**config.mk**
```make
export PLATFORM = sky130hd
export DESIGN_NAME = baud_gen
export DESIGN_NICKNAME = d
export VERILOG_FILES = /design/src/rtl/baud_pkg.sv /design/src/rtl/baud_cfg_regs.sv /design/src/rtl/baud_prescaler.sv /design/src/rtl/baud_divider.sv /design/src/rtl/baud_gen.sv
export SDC_FILE = /design/constraint.sdc
export NUM_CORES = 1
export LEC_CHECK = 0
export BUFFER_PORTS_ARGS = -buffer_cell sky130_fd_sc_hd__buf_4
export CAP_MARGIN = 20
export CELL_PAD_IN_SITES_DETAIL_PLACEMENT = 1
export CELL_PAD_IN_SITES_GLOBAL_PLACEMENT = 1
export CORE_UTILIZATION = 42
export CTS_CLUSTER_DIAMETER = 50
export CTS_CLUSTER_SIZE = 30
export DETAILED_ROUTE_END_ITERATION = 7
export GPL_ROUTABILITY_DRIVEN = 0
export GPL_TIMING_DRIVEN = 0
export PLACE_DENSITY_LB_ADDON = 0.2
export SLEW_MARGIN = 10
export SYNTH_ARGS = -nofsm -noshare
export SYNTH_HDL_FRONTEND = slang
export SYNTH_HIERARCHICAL = 1
export SYNTH_SLANG_ARGS = --single-unit
```
**constraint.sdc**
```tcl
create_clock -name clk -period 2.6 [get_ports clk]
set_input_delay 0.52 -clock clk [delete_from_list [all_inputs] [get_ports clk]]
set_output_delay 0.52 -clock clk [all_outputs]
set_load 0.01 [all_outputs]
```
**src/rtl/baud_pkg.sv**
```systemverilog
package baud_pkg;

    localparam int DATA_W  = 8;
    localparam int DIV_W   = 2 * DATA_W;
    localparam int PRE_DIV = 4;
    localparam int PRE_W   = (PRE_DIV > 1) ? $clog2(PRE_DIV) : 1;
    localparam int ADDR_W  = 2;

    typedef enum logic [ADDR_W-1:0] {
        REG_DIV_LO = 2'd0,
        REG_DIV_HI = 2'd1,
        REG_CTRL   = 2'd2,
        REG_NONE   = 2'd3
    } reg_sel_e;

    typedef struct packed {
        logic [DIV_W-1:0] divisor;
        logic             pre_slow;
    } baud_cfg_t;

    function automatic logic is_mapped(input reg_sel_e sel);
        return sel != REG_NONE;
    endfunction

endpackage

```
**src/rtl/baud_cfg_regs.sv**
```systemverilog
module baud_cfg_regs
    import baud_pkg::*;
(
    input  logic                  clk,
    input  logic                  rst,
    input  logic                  we,
    input  logic [ADDR_W-1:0]     addr,
    input  logic [DATA_W-1:0]     wdata,
    output baud_cfg_t             cfg,
    output logic                  reload
);

    reg_sel_e sel;

    assign sel    = reg_sel_e'(addr);
    assign reload = we && is_mapped(sel);

    always_ff @(posedge clk) begin
        if (rst) begin
            cfg <= '0;
        end else if (we) begin
            case (sel)
                REG_DIV_LO: cfg.divisor[DATA_W-1:0]     <= wdata;
                REG_DIV_HI: cfg.divisor[DIV_W-1:DATA_W] <= wdata;
                REG_CTRL:   cfg.pre_slow                <= wdata[0];
                default:    ;
            endcase
        end
    end

    // an unmapped write leaves the settings untouched
    assert_unmapped_hold_R7: assert property (@(posedge clk) disable iff (rst)
        (we && sel == REG_NONE) |=> $stable(cfg))
        else $error("unmapped write changed the configuration");

endmodule

```
**src/rtl/baud_prescaler.sv**
```systemverilog
module baud_prescaler
    import baud_pkg::*;
#(
    parameter int RATIO = PRE_DIV
) (
    input  logic clk,
    input  logic rst,
    input  logic reload,
    input  logic enable,
    input  logic slow,
    output logic tick
);

    generate
        if (RATIO > 1) begin : g_div
            localparam int CW = $clog2(RATIO);
            localparam logic [CW-1:0] LAST = CW'(RATIO - 1);

            logic [CW-1:0] phase;

            always_ff @(posedge clk) begin
                if (rst || reload) begin
                    phase <= '0;
                end else if (enable && slow) begin
                    phase <= (phase == LAST) ? '0 : phase + 1'b1;
                end
            end

            assign tick = enable && (!slow || phase == LAST);

            // in divide mode, prescaler ticks are never back to back
            assert_pre_gap_R3: assert property (@(posedge clk) disable iff (rst)
                (slow && tick && !reload) |=> !tick)
                else $error("prescaler ticked on consecutive cycles");
        end else begin : g_pass
            assign tick = enable;
        end
    endgenerate

endmodule

```
**src/rtl/baud_divider.sv**
```systemverilog
module baud_divider
    import baud_pkg::*;
#(
    parameter int WIDTH = DIV_W
) (
    input  logic             clk,
    input  logic             rst,
    input  logic             reload,
    input  logic [WIDTH-1:0] divisor,
    input  logic             tick,
    output logic             sample_en
);

    logic [WIDTH-1:0] count;
    logic             hit;

    assign hit = tick && (count == divisor - 1'b1);

    always_ff @(posedge clk) begin
        if (rst || reload) begin
            count     <= '0;
            sample_en <= 1'b0;
        end else begin
            sample_en <= hit;
            if (tick) begin
                count <= hit ? '0 : count + 1'b1;
            end
        end
    end

    // the count stays below the divisor while the divisor is active
    assert_count_bound_R3: assert property (@(posedge clk) disable iff (rst)
        (divisor != '0) |-> (count < divisor))
        else $error("divider count reached the divisor");

endmodule

```
**src/rtl/baud_gen.sv**
```systemverilog
module baud_gen
    import baud_pkg::*;
(
    input  logic              clk,
    input  logic              rst,
    input  logic              cfg_we,
    input  logic [1:0]        cfg_addr,
    input  logic [7:0]        cfg_wdata,
    output logic              sample_en
);

    baud_cfg_t cfg;
    logic      reload;
    logic      active;
    logic      pre_tick;

    baud_cfg_regs u_regs (
        .clk    (clk),
        .rst    (rst),
        .we     (cfg_we),
        .addr   (cfg_addr),
        .wdata  (cfg_wdata),
        .cfg    (cfg),
        .reload (reload)
    );

    assign active = (cfg.divisor != '0);

    baud_prescaler #(.RATIO(PRE_DIV)) u_pre (
        .clk    (clk),
        .rst    (rst),
        .reload (reload),
        .enable (active),
        .slow   (cfg.pre_slow),
        .tick   (pre_tick)
    );

    baud_divider #(.WIDTH(DIV_W)) u_div (
        .clk       (clk),
        .rst       (rst),
        .reload    (reload),
        .divisor   (cfg.divisor),
        .tick      (pre_tick),
        .sample_en (sample_en)
    );

    // a zero divisor keeps the output quiet
    assert_zero_silent_R4: assert property (@(posedge clk) disable iff (rst)
        (cfg.divisor == '0) |-> !sample_en)
        else $error("pulse seen with zero divisor");

    // a restart leaves the output low in the following cycle
    assert_reload_quiet_R6: assert property (@(posedge clk) disable iff (rst)
        reload |=> !sample_en)
        else $error("pulse directly after a configuration write");

    // the fastest setting keeps the output high continuously
    assert_unit_rate_R5: assert property (@(posedge clk) disable iff (rst)
        (sample_en && cfg.divisor == 16'd1 && !cfg.pre_slow && !reload) |=> sample_en)
        else $error("unit rate pulse train broke");

endmodule

```
==> impl_results.md <==
- Clk buf depth: 2
- Yosys warns: 6
- Post-Syn Area: 2250 µm²
- Crit-path max FO: 10
- CTS tree: done
- Flops & latches, synth: 36
- Antenna diode count: 0
- Final net count: 296
- Fraction of registers with async set or reset after synthesis: 0%
- Placed Cells: 337
- Final Cell Area: 2710 µm²
- Die height: 75.3 µm
- Seq/Total Area, Yosys: 32.0%
- Clock power frac: 35.8%
- Final count of hold timing violations: 0
- Worst-Margin Slew: 0.619 ns
- Number of flops mapped to enable cells by yosys: 0
- Critical path class: reg -> reg
- Overflow after GRT: 0
- Worst min-delay path class: in -> reg
- Critical path launch point type: flop
- Int Pwr: around 1 mW
- Clk slew on worst S/H paths: roughly 0.07 ns
- Initial DRC Count: 80
- Syn nets: 270
- Global-route wire length before repair: 9.40 mm
- Final WL: ~5.8 mm
- Final-report setup violation count: 0
- Initial antenna violation count: 0
- Post-DP Area: between 2000 and 2500 µm²
- Clock skew: 0.00574 ns
- Gr usage total: 22.5%
- Max IR drop VDD: 0.300 mV
- Cells after Synth: 254
- Core Area: 5140 µm²
- CTS Root Buffer Type: clkbuf_8
- Fraction of layout cells with a size suffix above 1: between 20% and 30%
- Layout area overhead: 20.0%
- Drt first pass iters: 4
- CP max stage cell: or4_4
- Min-Delay Endpoint: u_regs/cfg[13]
- Max-capacitance violation count: 0
- Synth unique cells: 49
- Fin crit period: 2.52 ns
- Largest net degree at the start of global routing: 12
- Power Total: between 1 and 1.5 mW
- Final core utilization: 52.6%
- Critical Path End Type: flop
- Routed vias/inst: 5.40
- Min-Delay Startpoint: cfg_wdata[4]
- Worst r2r dst: u_div/count[12]
- Data required, critical path: 2.79 ns
- Die X-Extent: ~75 µm
- Reg2reg path depth: 9
- Worst skew pair latency: slightly below 0.3 ns
- CTS HTree Levels: 2
- Main synth FF type: dfxtp_1
- DR WL/cell: 16.5 µm
- Reg2reg setup slack: about 0.076 ns
- Switch share: 27.1%
- Max-slew violations: 0
- Via count: around 1900
- CTS Buf Count: 5
- RSZ-0062 raised after global routing: true
- Worst slew margin: 58.6%
- PwrDens: 507 nW/µm²
- Top Ports: 14
- Reg-to-Reg Start: u_regs/cfg[9]
- Drt drc: 0
- Synthesized area per cell: 8.88 µm²
- Post-route ant nets: 0
- Psw: 372 µW
- Final Cycle Share: 97.1%
- Status: complete, no violations
- Achievable Freq: roughly 400 MHz
- Hold WS: ~0.52 ns
- Comb pwr share: 21.1%
- Initial core utilization: 43.9%
- Row cnt: 26
- Reg power frac: 43.1%
- Die area: 5670 µm²
- Fin cells: 351
- Number of global-route vias before repair: 1912
- DP HPWL: 4.16 mm
- CP max stage delay: ~0.52 ns
- IO Port Bufs: 13
- Hold Path Depth: 3
- Sequence of cells on the critical path: buf_6 -> or4_4 -> nor4_4 -> mux2_4 -> mux2i_1 -> o21a_2 -> o31ai_4 -> buf_4 -> nor2_1
- CTS sink cnt: 36
- Critical path arrival: 2.71 ns
- Leak pwr: 1.04 nW
## worst max path at each step
stage | from | to | slack (ns) | cells after the start
2_1_floorplan | u_regs/cfg[12] | u_div/count[11] | 0.18 | 9
3_3_place_gp | u_regs/cfg[10] | u_div/count[11] | -0.48 | 9
3_5_place_dp | u_regs/cfg[10] | u_div/count[9] | -0.62 | 9
4_1_cts | u_regs/cfg[1] | u_div/count[11] | 0.09 | 10
5_1_grt | u_regs/cfg[9] | u_div/count[14] | -0.001 | 9
6_report | u_regs/cfg[9] | u_div/count[12] | 0.08 | 9
## routing by layer
metal | vias to the layer above | global-route usage, % | routed length (µm)
li1 | 954 | - | -
met1 | 925 | 28.9 | 2820
met2 | 12 | 37.3 | 2800
met3 | 6 | 4.42 | 84
met4 | 0 | 8.23 | 66
met5 | - | 0 | 0
## cells in the final DEF, fill, tap and decap left out, types with 2 or more instances in the layout
master and count:
inv_2 2, nor2b_1 4, nor4_1 7, buf_6 3, xnor2_1 15, nor2_2 3, a21bo_1 2, nand3_1 16
nor2_1 20, inv_1 2, nand4_1 5, nand2b_1 28, dfxtp_2 12, o21ai_0 7, clkbuf_8 5, a21oi_1 4
a21boi_0 2, clkbuf_1 5, buf_4 17, and3_1 3, nand2_1 9, dfxtp_1 24, nand3b_1 7, nor4_4 2
xor2_1 18, and4_1 2, ha_1 2, or3b_4 2, o2111ai_1 2, mux2i_1 18, nor3_1 3
## cells in the mapped netlist (2+ instances only)
cell type / number / share of area (%)
dfxtp_1: 36 / 32
a21oi_1: 4 / 0.89
nand3b_1: 7 / 2.3
o2111ai_1: 2 / 0.78
nor2b_1: 4 / 1.1
inv_1: 4 / 0.67
buf_6: 2 / 1.0
and4_1: 2 / 0.78
nand3_1: 16 / 3.6
nor3b_1: 2 / 0.67
xnor2_1: 15 / 5.8
and3_1: 3 / 0.83
nand4_1: 5 / 1.4
ha_1: 3 / 1.7
clkbuf_1: 4 / 0.67
a21bo_1: 2 / 0.89
nor4_1: 8 / 2.2
a21boi_0: 3 / 1.0
o21ai_0: 7 / 1.6
nand2b_1: 28 / 7.8
nor2_1: 23 / 3.8
xor2_1: 18 / 7.0
mux2i_1: 18 / 8.0
nand2_1: 10 / 1.7
nor3_1: 4 / 0.89
## through the flow
stage	setup TNS (ns)	worst slack (ns)
detailed placement	-9.44	-0.625
floorplan	0	0.177
CTS	0	0.0870
global route	-0.00139	-0.00139
finish	0	0.0759
global placement	-7.01	-0.480
## worst max-delay path, delay by kind of cell, from the launching register on
| family | cells | cell delay [ns] |
|---|---|---|
| and+or+nand+nor | 3 | 0.94 |
| AOI/OAI and AO/OA | 2 | 0.53 |
| buffers and inverters | 2 | 0.33 |
| DFF | 1 | 0.34 |
| muxes | 2 | 0.28 |
## registers in the layout (all words and copies together) (netlist names)
name,count
u_div/sample_en,1
u_pre/g_div.phase,2
u_div/count,16
u_regs/cfg,17
## repair_timing
action,CTS,global route
setup endpoints to repair,17,17
hold buffers,0,0
cloned,0,1
pin swaps,3,3
buffers inserted,2,3
gates resized for setup,17,17
## power groups by stage
stage	registers (mW)	logic, mW	clock network [mW]
detailed placement	0.601	0.229	0
floorplan	0.593	0.171	0
finish	0.592	0.289	0.492
CTS	0.590	0.252	0.505
global placement	0.600	0.223	0
global route	0.594	0.315	0.528
## area by class of cell
class | count | area (µm²)
Clock inverter | 2 | 35.0
Timing Repair Buffer | 19 | 159
Sequential cell | 36 | 736
Clock buffer | 6 | 72.6
Fill cell | 635 | 2430
Buffer | 6 | 37.5
Inverter | 4 | 15.0
Tap cell | 70 | 87.6
Multi-Input combinational cell | 208 | 1560
## cell families (layout without fill, tap and decap cells)
| family | after synthesis | count (layout) | share of synthesized area [%] |
|---|---|---|---|
| flip-flops | 36 | 36 | 32.0 |
| XOR/XNOR | 33 | 33 | 12.8 |
| AO/OA/AOI/OAI | 25 | 25 | 8.32 |
| multiplexers | 19 | 19 | 8.49 |
| AND/OR/NAND/NOR | 128 | 128 | 34.4 |
| buffers and inverters | 10 | 37 | 2.33 |
| adder cells (fa/ha/maj) | 3 | 3 | 1.66 |
No activity file was read; power rests on OpenSTA's default activity.
